<file path="config.mk">
export PLATFORM = sky130hd
export DESIGN_NAME = sc_source_ctrl
export DESIGN_NICKNAME = d
export VERILOG_FILES = /design/src/rtl/sc_pkg.sv /design/src/rtl/sc_link_filter.sv /design/src/rtl/sc_connect_fsm.sv /design/src/rtl/sc_source_ctrl.sv
export SDC_FILE = /design/constraint.sdc
export NUM_CORES = 1
export LEC_CHECK = 0
export CAP_MARGIN = 25
export CELL_PAD_IN_SITES_DETAIL_PLACEMENT = 0
export CELL_PAD_IN_SITES_GLOBAL_PLACEMENT = 1
export CORE_MARGIN = 5
export CORE_UTILIZATION = 23
export CTS_CLUSTER_SIZE = 25
export DETAILED_ROUTE_END_ITERATION = 6
export PLACE_DENSITY_LB_ADDON = 0.1
export SLEW_MARGIN = 0
export SYNTH_ARGS = -nofsm -noshare
export SYNTH_HDL_FRONTEND = slang
export SYNTH_SLANG_ARGS = --single-unit
export TNS_END_PERCENT = 30
</file>
<file path="constraint.sdc">
create_clock -name clk -period 4 [get_ports clk]
set_input_delay 0.4 -clock clk [delete_from_list [all_inputs] [get_ports clk]]
set_output_delay 0.4 -clock clk [all_outputs]
set_load 0.1 [all_outputs]
</file>
<file path="src/rtl/sc_pkg.sv">
package sc_pkg;
  localparam logic [2:0] MODE_RESET = 3'd0;
  localparam logic [2:0] MODE_WAIT  = 3'd2;
  localparam logic [2:0] MODE_OPER  = 3'd3;

  typedef enum logic [2:0] {
    CS_RST   = 3'd0,
    CS_WAIT  = 3'd1,
    CS_BLIND = 3'd2,
    CS_IDLE  = 3'd3,
    CS_REQ   = 3'd4,
    CS_CONN  = 3'd5,
    CS_LOST  = 3'd6
  } conn_state_e;
endpackage

</file>
<file path="src/rtl/sc_link_filter.sv">
module sc_link_filter #(
  parameter int WIN = 4
) (
  input  logic clk,
  input  logic rst_n,
  input  logic clear_i,
  input  logic track_i,
  input  logic link_n_i,
  output logic present_o
);
  localparam int CNT_W = $clog2(WIN + 1);
  localparam logic [CNT_W-1:0] LAST = CNT_W'(WIN - 1);

  logic [CNT_W-1:0] cnt_q;
  logic             present_q;
  logic             sample;

  assign sample = ~link_n_i;

  always_ff @(posedge clk or negedge rst_n) begin
    if (!rst_n) begin
      cnt_q     <= '0;
      present_q <= 1'b0;
    end else if (clear_i) begin
      cnt_q     <= '0;
      present_q <= 1'b0;
    end else if (track_i) begin
      if (sample != present_q) begin
        if (cnt_q == LAST) begin
          present_q <= sample;
          cnt_q     <= '0;
        end else begin
          cnt_q <= cnt_q + 1'b1;
        end
      end else begin
        cnt_q <= '0;
      end
    end
  end

  assign present_o = present_q;
endmodule

</file>
<file path="src/rtl/sc_connect_fsm.sv">
module sc_connect_fsm
  import sc_pkg::*;
(
  input  logic        clk,
  input  logic        rst_n,
  input  logic [2:0]  mode_i,
  input  logic        present_i,
  input  logic        conn_cmd_i,
  input  logic        accept_i,
  output conn_state_e state_o,
  output logic        track_o
);
  conn_state_e state_q, state_d;
  logic        oper, active_mode;

  assign oper        = (mode_i == MODE_OPER);
  assign active_mode = oper || (mode_i == MODE_WAIT);

  always_comb begin
    state_d = state_q;
    if (mode_i == MODE_RESET) begin
      state_d = CS_RST;
    end else begin
      unique case (state_q)
        CS_RST: begin
          if (mode_i == MODE_WAIT) state_d = CS_WAIT;
          else if (oper)           state_d = CS_BLIND;
        end
        CS_WAIT:  if (oper && present_i) state_d = CS_IDLE;
        CS_BLIND: state_d = CS_BLIND;
        CS_IDLE: begin
          if (!present_i)              state_d = CS_LOST;
          else if (oper && conn_cmd_i) state_d = CS_REQ;
        end
        CS_REQ: begin
          if (!present_i)                 state_d = CS_LOST;
          else if (oper && !conn_cmd_i)   state_d = CS_IDLE;
          else if (oper && accept_i)      state_d = CS_CONN;
        end
        CS_CONN: begin
          if (!present_i)               state_d = CS_LOST;
          else if (oper && !conn_cmd_i) state_d = CS_IDLE;
        end
        CS_LOST: state_d = CS_LOST;
        default: state_d = CS_RST;
      endcase
    end
  end

  always_ff @(posedge clk or negedge rst_n) begin
    if (!rst_n) state_q <= CS_RST;
    else        state_q <= state_d;
  end

  assign track_o = active_mode &&
                   (state_q == CS_WAIT || state_q == CS_IDLE ||
                    state_q == CS_REQ  || state_q == CS_CONN);
  assign state_o = state_q;
endmodule

</file>
<file path="src/rtl/sc_source_ctrl.sv">
module sc_source_ctrl
  import sc_pkg::*;
#(
  parameter int FILT_WIN = 4
) (
  input  logic       clk,
  input  logic       rst_n,
  input  logic [2:0] mode_i,
  input  logic       dst_link_n_i,
  input  logic       conn_cmd_i,
  input  logic       accept_i,
  input  logic       pkt_cmd_i,
  input  logic       burst_cmd_i,
  output logic       src_link_o,
  output logic       dst_avail_o,
  output logic       request_o,
  output logic       packet_o,
  output logic       burst_o
);
  conn_state_e conn_state;
  logic        present, track, linked, in_conn;

  sc_link_filter #(.WIN(FILT_WIN)) u_filter (
    .clk       (clk),
    .rst_n     (rst_n),
    .clear_i   (mode_i == MODE_RESET),
    .track_i   (track),
    .link_n_i  (dst_link_n_i),
    .present_o (present)
  );

  sc_connect_fsm u_fsm (
    .clk        (clk),
    .rst_n      (rst_n),
    .mode_i     (mode_i),
    .present_i  (present),
    .conn_cmd_i (conn_cmd_i),
    .accept_i   (accept_i),
    .state_o    (conn_state),
    .track_o    (track)
  );

  assign linked  = (conn_state == CS_WAIT) || (conn_state == CS_IDLE) ||
                   (conn_state == CS_REQ)  || (conn_state == CS_CONN);
  assign in_conn = (conn_state == CS_CONN) && present;

  assign src_link_o  = (conn_state != CS_RST);
  assign dst_avail_o = present && linked;
  assign request_o   = present && ((conn_state == CS_REQ) || (conn_state == CS_CONN));
  assign packet_o    = in_conn && pkt_cmd_i;
  assign burst_o     = in_conn && pkt_cmd_i && burst_cmd_i;
endmodule

</file>
==> results.md, run 1 <==
- CP startpoint: u_fsm.state_o[2]$_DFFE_PN0P_
- Clk sink count: 7
- Xor and xnor area share after synthesis: 1.64%
- Total track usage: 9.62%
- Setup bufs post-CTS: 0
- Area Growth Syn to Fin: 34.8%
- HPWL Detailed: 1130 µm
- CTS root buffer: clkbuf_4
- Mapped Cells: 63
- Vias in the first global route: 547
- Largest family of logic cells by synthesized area: simple AND/OR/NAND/NOR gates
- Final hold vios: 0
- Rows: 17
- Unrepaired setup endpoints after global routing: false
- Share of post-route cells with drive strength above 1: 13.9%
- Required @ worst endpoint: 3600 ps
- Critical path endpoint category: primary output
- Worst VDD drop: 0.404 mV
- Effective utilization at floorplan: 24.2%
- TritonCTS clock tree: built
- YS warnings: 0
- Prevailing post-synth register cell: dfrtp_1
- Simple-gate share of the synthesized area: 36.9%
- Worst-path clk slew: 50 ps
- Placer Congestion: 0.735
- Final Max Slew Viols: 0
- CTS buffer count: 3
- Cell Pwr Density: 504 nW/µm²
- Worst-Margin Slew: 970 ps
- Worst R2R Path Depth: 4
- Share of the synthesized area in the top cell type: 32.7%
- Final setup violation count: 0
- CP max FO: 10
- Critical path class: register to primary output
- Global route overflow: 0
- Final setup margin: 1090 ps
- # diodes: 0
- Post-route ant nets: 0
- Die Y: 58.3 µm
- Hold-fix buffers at CTS: 0
- Post-synthesis adder-cell area fraction: 2.34%
- # nets final: 91
- Sequential area share after synthesis: 32.7%
- Port bufs: 14
- Worst setup path endpoint: burst_o
- Synth area leader: dfrtp_1
- Synth area leaders: dfrtp_1, a21oi_1, nand2_1, nor2_1, nand3_4
- Post-synth design cell area: 536 µm²
- Worst reg2reg path startpoint: u_fsm.state_o[2]$_DFFE_PN0P_
- Final min period: 2910 ps
- Die width: 58.3 µm
- Pre-CTS setup slack: 1320 ps
- Reg2reg setup slack: 2450 ps
- Detailed-route vias per instance: 4.79
- Number of enable flip-flop cells after synthesis: 0
- Startpoint types: register
- WP data arrival: 2510 ps
- Library cells used by synthesis: 35
- Clock Path Buffers: 2
- DR DRC count: 0
- Synth Register Bits: 7
- Routed len/inst: 12.8 µm
- Setup tns final: 0 ps
- Worst Clk Skew: 5.98 ps
- Clock H-tree levels: 1
- Compound-cell area share of the yosys netlist: 19.6%
- Hold_ws: 398 ps
- Drt pass-1 iters: 4
- WL final: 1370 µm
- Detailed Route Iter0 Violations: 7
- Worst-Skew Late Latency: 250 ps
- Post-CTS Resized: 0
- Max Cap Violations: 0
- Largest net degree at the start of global routing: 11
- Vias: 512
- Asr flop ratio synth: 100%
- Status: complete, no violations
- Mux share of post-synthesis cell area: 1.87%
- Period utilisation layout: 72.8%
- Fmax: 344 MHz
- Reg2reg end: u_filter.cnt_q[1]$_DFFE_PN0P_
- Die area: 3390 µm²
- CORE AREA: 2210 µm²
- Synth Area per Inst: 8.50 µm²
- First-pass GRT wire length: 2420 µm
- Slew headroom: 35.1%
- Mapped Nets: 74
- Leakage: 0.297 nW
- Boundary pin count: 15
- Initial antenna violation count: 0
- Hold crit path type: input port to asynchronous set/reset pin
worst min path at each step:
| stage | slack, ps | to | startpoint |
|---|---|---|---|
| global route | 410 | u_filter.cnt_q[0]$_DFFE_PN0P_ | rst_n |
| detailed placement | 560 | u_filter.cnt_q[2]$_DFFE_PN0P_ | u_filter.cnt_q[2]$_DFFE_PN0P_ |
| global placement | 540 | u_filter.cnt_q[1]$_DFFE_PN0P_ | u_filter.cnt_q[1]$_DFFE_PN0P_ |
| floorplan | 100 | u_filter.cnt_q[0]$_DFFE_PN0P_ | rst_n |
| CTS | 400 | u_filter.cnt_q[0]$_DFFE_PN0P_ | rst_n |
| finish | 400 | u_filter.cnt_q[0]$_DFFE_PN0P_ | rst_n |
cell families after synthesis:
logic type                 after synthesis
AOI/OAI and AO/OA                       16
xor gates and xnor gates                 1
adders and majority gates                1
buffers and inverters                    5
DFF                                      7
muxes                                    1
and+or+nand+nor                         32
routing by layer:
| metal | GRT usage (%) | part of all wire, % | vias to the layer above |
|---|---|---|---|
| li1 | - | - | 263 |
| met1 | 10.7 | 44 | 236 |
| met2 | 16.6 | 51 | 13 |
| met3 | 4.01 | 4.8 | 0 |
| met4 | 2.98 | 0 | 0 |
| met5 | 0 | 0 | - |
metrics by stage:
step	std cells	power, mW	instance area [µm²]	utilization (%)
2_1_floorplan	63	0.265	536	-
4_1_cts	107	0.370	722	32.6
6_report	107	0.364	722	32.6
3_5_place_dp	103	0.303	696	31.4
5_1_grt	107	0.398	722	32.6
3_3_place_gp	103	0.307	696	31.4
power breakdown:
group	switching, mW	internal, mW	total, mW
combinational	0.101	0.0704	0.171
sequential	0.0374	0.0912	0.129
clock	0.0262	0.0381	0.0643
total	0.164	0.200	0.364
placed cells by master (no fill, tap or decap), types with 2 or more instances in the layout:
cell type        count
a21oi_1              6
nor3_1               2
or4_1                2
clkbuf_4             3
nand2_1              7
nor2_1               5
and3_2               2
o21ai_0              2
dfrtp_1              7
inv_1                3
clkdlybuf4s50_1     14
critical path, stage by stage, from the launching register on:
cell and delay (ps):
dfrtp_1 500, nand2_1 140, nor2_1 170, and3_2 210, and2_1 120, clkdlybuf4s50_1 1130
Yosys cell counts (2+ instances only):
library cell / instances
or4_1: 2
buf_4: 2
nor2_1: 5
and3_2: 2
inv_1: 3
nor3_1: 2
nand2_1: 7
o21ai_0: 2
a21oi_1: 6
dfrtp_1: 7
state kept, by name, indices dropped and copies added, names as in the netlist:
name / cells
u_filter.cnt_q: 3
u_filter.present_o: 1
u_fsm.state_o: 3
area by class of cell:
class                      instances  area, µm²
fill                             258       1490
sequential                         7        175
tap                               28       35.0
inverter                           3       11.3
timing repair buffer              14        140
clock buffer                       4       26.3
multi-input combinational         51        334
Power figures use the tool's default switching activity.
==> inputs of run 2 (changes only) <==
- clock period: 4 -> 2.7 ns (I/O delays scaled with it)
==> run 2 against run 1 <==
- clock skew grew 0.91 ps
- register-to-register slack lost 1300 ps
- flip-flop and latch count is the same
- cell count grew 0.93%
- global-route usage shrank 0.72 points
- sequential power grew 54%
- via count grew 0.59%
- hold slack lost 120 ps
- worst setup slack lost 320 ps
- sequential share of layout area shrank 0.13 points
- first-iteration DRC count grew 43%
- critical endpoint unchanged
- largest cell class unchanged
==> results.md, run 2 (same netlist as run 1, synthesis figures left out) <==
- Status: complete, no violations (unchanged)
- Cell Pwr Density: 748 nW/µm² (was 504 nW/µm²)
- Slowest-stage cell, CP: dfrtp_1 (was clkdlybuf4s50_1)
- Die width: 58.3 µm (unchanged)
- Total track usage: 8.90% (was 9.62%)
- Final instance area: 726 µm² (was 722 µm²)
- HPWL Detailed: 1110 µm (was 1130 µm)
- Worst-path clk slew: 60 ps (was 50 ps)
- Largest net degree at the start of global routing: 11 (unchanged)
- Cell Area, Placed: 699 µm² (was 696 µm²)
- Boundary pin count: 15 (unchanged)
- WP data arrival: 1660 ps (was 2510 ps)
- Global route overflow: 0 (unchanged)
- Effective utilization at floorplan: 24.2% (unchanged)
- Final Max Slew Viols: 0 (unchanged)
- Slew headroom: 77.0% (was 35.1%)
- Pre-CTS setup slack: 813 ps (was 1320 ps)
- Hold-fix buffers at CTS: 0 (unchanged)
- Worst VDD drop: 0.451 mV (was 0.404 mV)
- Initial antenna violation count: 0 (unchanged)
- # diodes: 0 (unchanged)
- Fmax: 517 MHz
- Highest-count cells in the layout ignoring fill and taps: clkdlybuf4s50_1, nand2_1, dfrtp_1 (unchanged)
- Startpoint types: register (unchanged)
- Rows: 17 (unchanged)
- Leakage: 0.311 nW (was 0.297 nW)
- Share of post-route cells with drive strength above 1: 23.8% (was 13.9%)
- Drt pass-1 iters: 2 (was 4)
- Setup bufs post-CTS: 0 (unchanged)
- Post-CTS Resized: 0 (unchanged)
- Routed len/inst: 12.6 µm (was 12.8 µm)
- Area Growth Syn to Fin: 35.5% (was 34.8%)
- Net Sw Power: 0.250 mW (was 0.164 mW)
- Max incr delay on CP: 500 ps (was 1130 ps)
- Internal power: 0.293 mW (was 0.200 mW)
- CTS buffer count: 3 (unchanged)
- Clock Path Buffers: 2 (unchanged)
- DR DRC count: 0 (unchanged)
- Clock share of power: 17.2% (was 17.7%)
- Final min period: 1930 ps
- WP buf/inv: 1 (unchanged)
- Clock H-tree levels: 1 (unchanged)
- CORE AREA: 2210 µm² (unchanged)
- Final setup margin: 767 ps (was 1090 ps)
- Period utilisation layout: 71.6%
- First-pass GRT wire length: 2290 µm (was 2420 µm)
- Worst-Skew Late Latency: 250 ps (about the same)
- Vias: 515 (was 512)
- Placer Congestion: 0.684 (was 0.735)
- Worst reg2reg path startpoint: u_fsm.state_o[0]$_DFFE_PN0P_ (was u_fsm.state_o[2]$_DFFE_PN0P_)
- Vias in the first global route: 546 (was 547)
- Worst-Margin Slew: 346 ps (was 970 ps)
- CP max FO: 10 (unchanged)
- Combinational cell fraction of total power: 46.1% (was 47.0%)
- CTS root buffer: clkbuf_4 (unchanged)
- Hold crit path type: input port to asynchronous set/reset pin (unchanged)
- Final setup violation count: 0 (unchanged)
- WL final: 1360 µm (was 1370 µm)
- Die Y: 58.3 µm (unchanged)
- CP delay by family, top: simple AND/OR/NAND/NOR gates (was buffers and inverters)
- Clk sink count: 7 (unchanged)
- Setup tns final: 0 ps (unchanged)
- # nets final: 92 (was 91)
- Required @ worst endpoint: 2430 ps (was 3600 ps)
- Sequential power share: 36.7% (was 35.3%)
- TritonCTS clock tree: built (unchanged)
- Critical path class: register to primary output (unchanged)
- Final hold vios: 0 (unchanged)
- Critical path endpoint category: primary output (unchanged)
- Net Sw Frac: 46.0% (was 45.2%)
- CP cell instances: nand2_1, nor2_4, and3_2, and2_2, buf_4 (was nand2_1, nor2_1, and3_2, and2_1, clkdlybuf4s50_1)
- Post-route ant nets: 0 (unchanged)
- Detailed-route vias per instance: 4.77 (was 4.79)
- Most common cell after layout, fill and taps aside: clkdlybuf4s50_1 (unchanged)
- Port bufs: 14 (unchanged)
- Die area: 3390 µm² (unchanged)
- Max Cap Violations: 0 (unchanged)
- Worst Clk Skew: 6.89 ps (was 5.98 ps)
- Detailed Route Iter0 Violations: 10 (was 7)
- Unrepaired setup endpoints after global routing: false (unchanged)
- CP startpoint: u_fsm.state_o[2]$_DFFE_PN0P_ (unchanged)
[run 2: power by group through the flow]
| stage | clock network, mW | logic, mW | registers, mW |
|---|---|---|---|
| 6_report | 0.0935 | 0.250 | 0.199 |
| 5_1_grt | 0.106 | 0.277 | 0.208 |
| 4_1_cts | 0.0989 | 0.254 | 0.200 |
| 3_5_place_dp | 0 | 0.254 | 0.201 |
| 3_3_place_gp | 0 | 0.255 | 0.203 |
| 2_1_floorplan | 0 | 0.243 | 0.154 |
[run 2: worst paths after layout]
| path | endpoint | slack (ps) | depth (start not counted) |
|---|---|---|---|
| max | burst_o | 770 | 5 |
| min | u_fsm.state_o[0]$_DFFE_PN0P_ | 280 | 1 |
| max reg2reg | u_filter.cnt_q[0]$_DFFE_PN0P_ | 1150 | 4 |
| min reg2reg | u_filter.cnt_q[1]$_DFFE_PN0P_ | 530 | 2 |
| max in group asynchronous | u_filter.present_o$_DFFE_PN0P_ | 2180 | 1 |
| min in group clk | u_filter.cnt_q[1]$_DFFE_PN0P_ | 530 | 2 |
[run 2: layer usage]
metal / up-vias / share of wire (%) / track usage [%] / routed length [µm]
met2: 10 / 56 / 16.8 / 759
met3: 0 / 3.1 / 3.56 / 42
met4: 0 / 0 / 1.99 / 0
met5: - / 0 / 0 / 0
li1: 264 / - / - / -
met1: 241 / 41 / 9.10 / 559
[run 2: stage by stage]
stage	hold slack, ps	std cells	utilization (%)	power (mW)
after floorplan	-25.6	63	-	0.397
after global placement	530	104	31.6	0.457
after detailed placement	534	104	31.6	0.455
after CTS	281	108	32.8	0.554
after global routing	305	108	32.8	0.591
final	277	108	32.8	0.543
[run 2: cell type report]
| class | instances | area (µm²) |
|---|---|---|
| clock buffer | 4 | 26.3 |
| fill | 255 | 1490 |
| inverter | 3 | 11.3 |
| multi-input combinational | 51 | 343 |
| sequential | 7 | 175 |
| tap | 28 | 35.0 |
| timing repair buffer | 15 | 135 |
[run 2: worst register-to-register path, cell delays in order (launching register included)]
cell and delay, ps:
dfrtp_1 520, or2_4 210, nand3_4 80, or4_1 520
a21oi_1 150
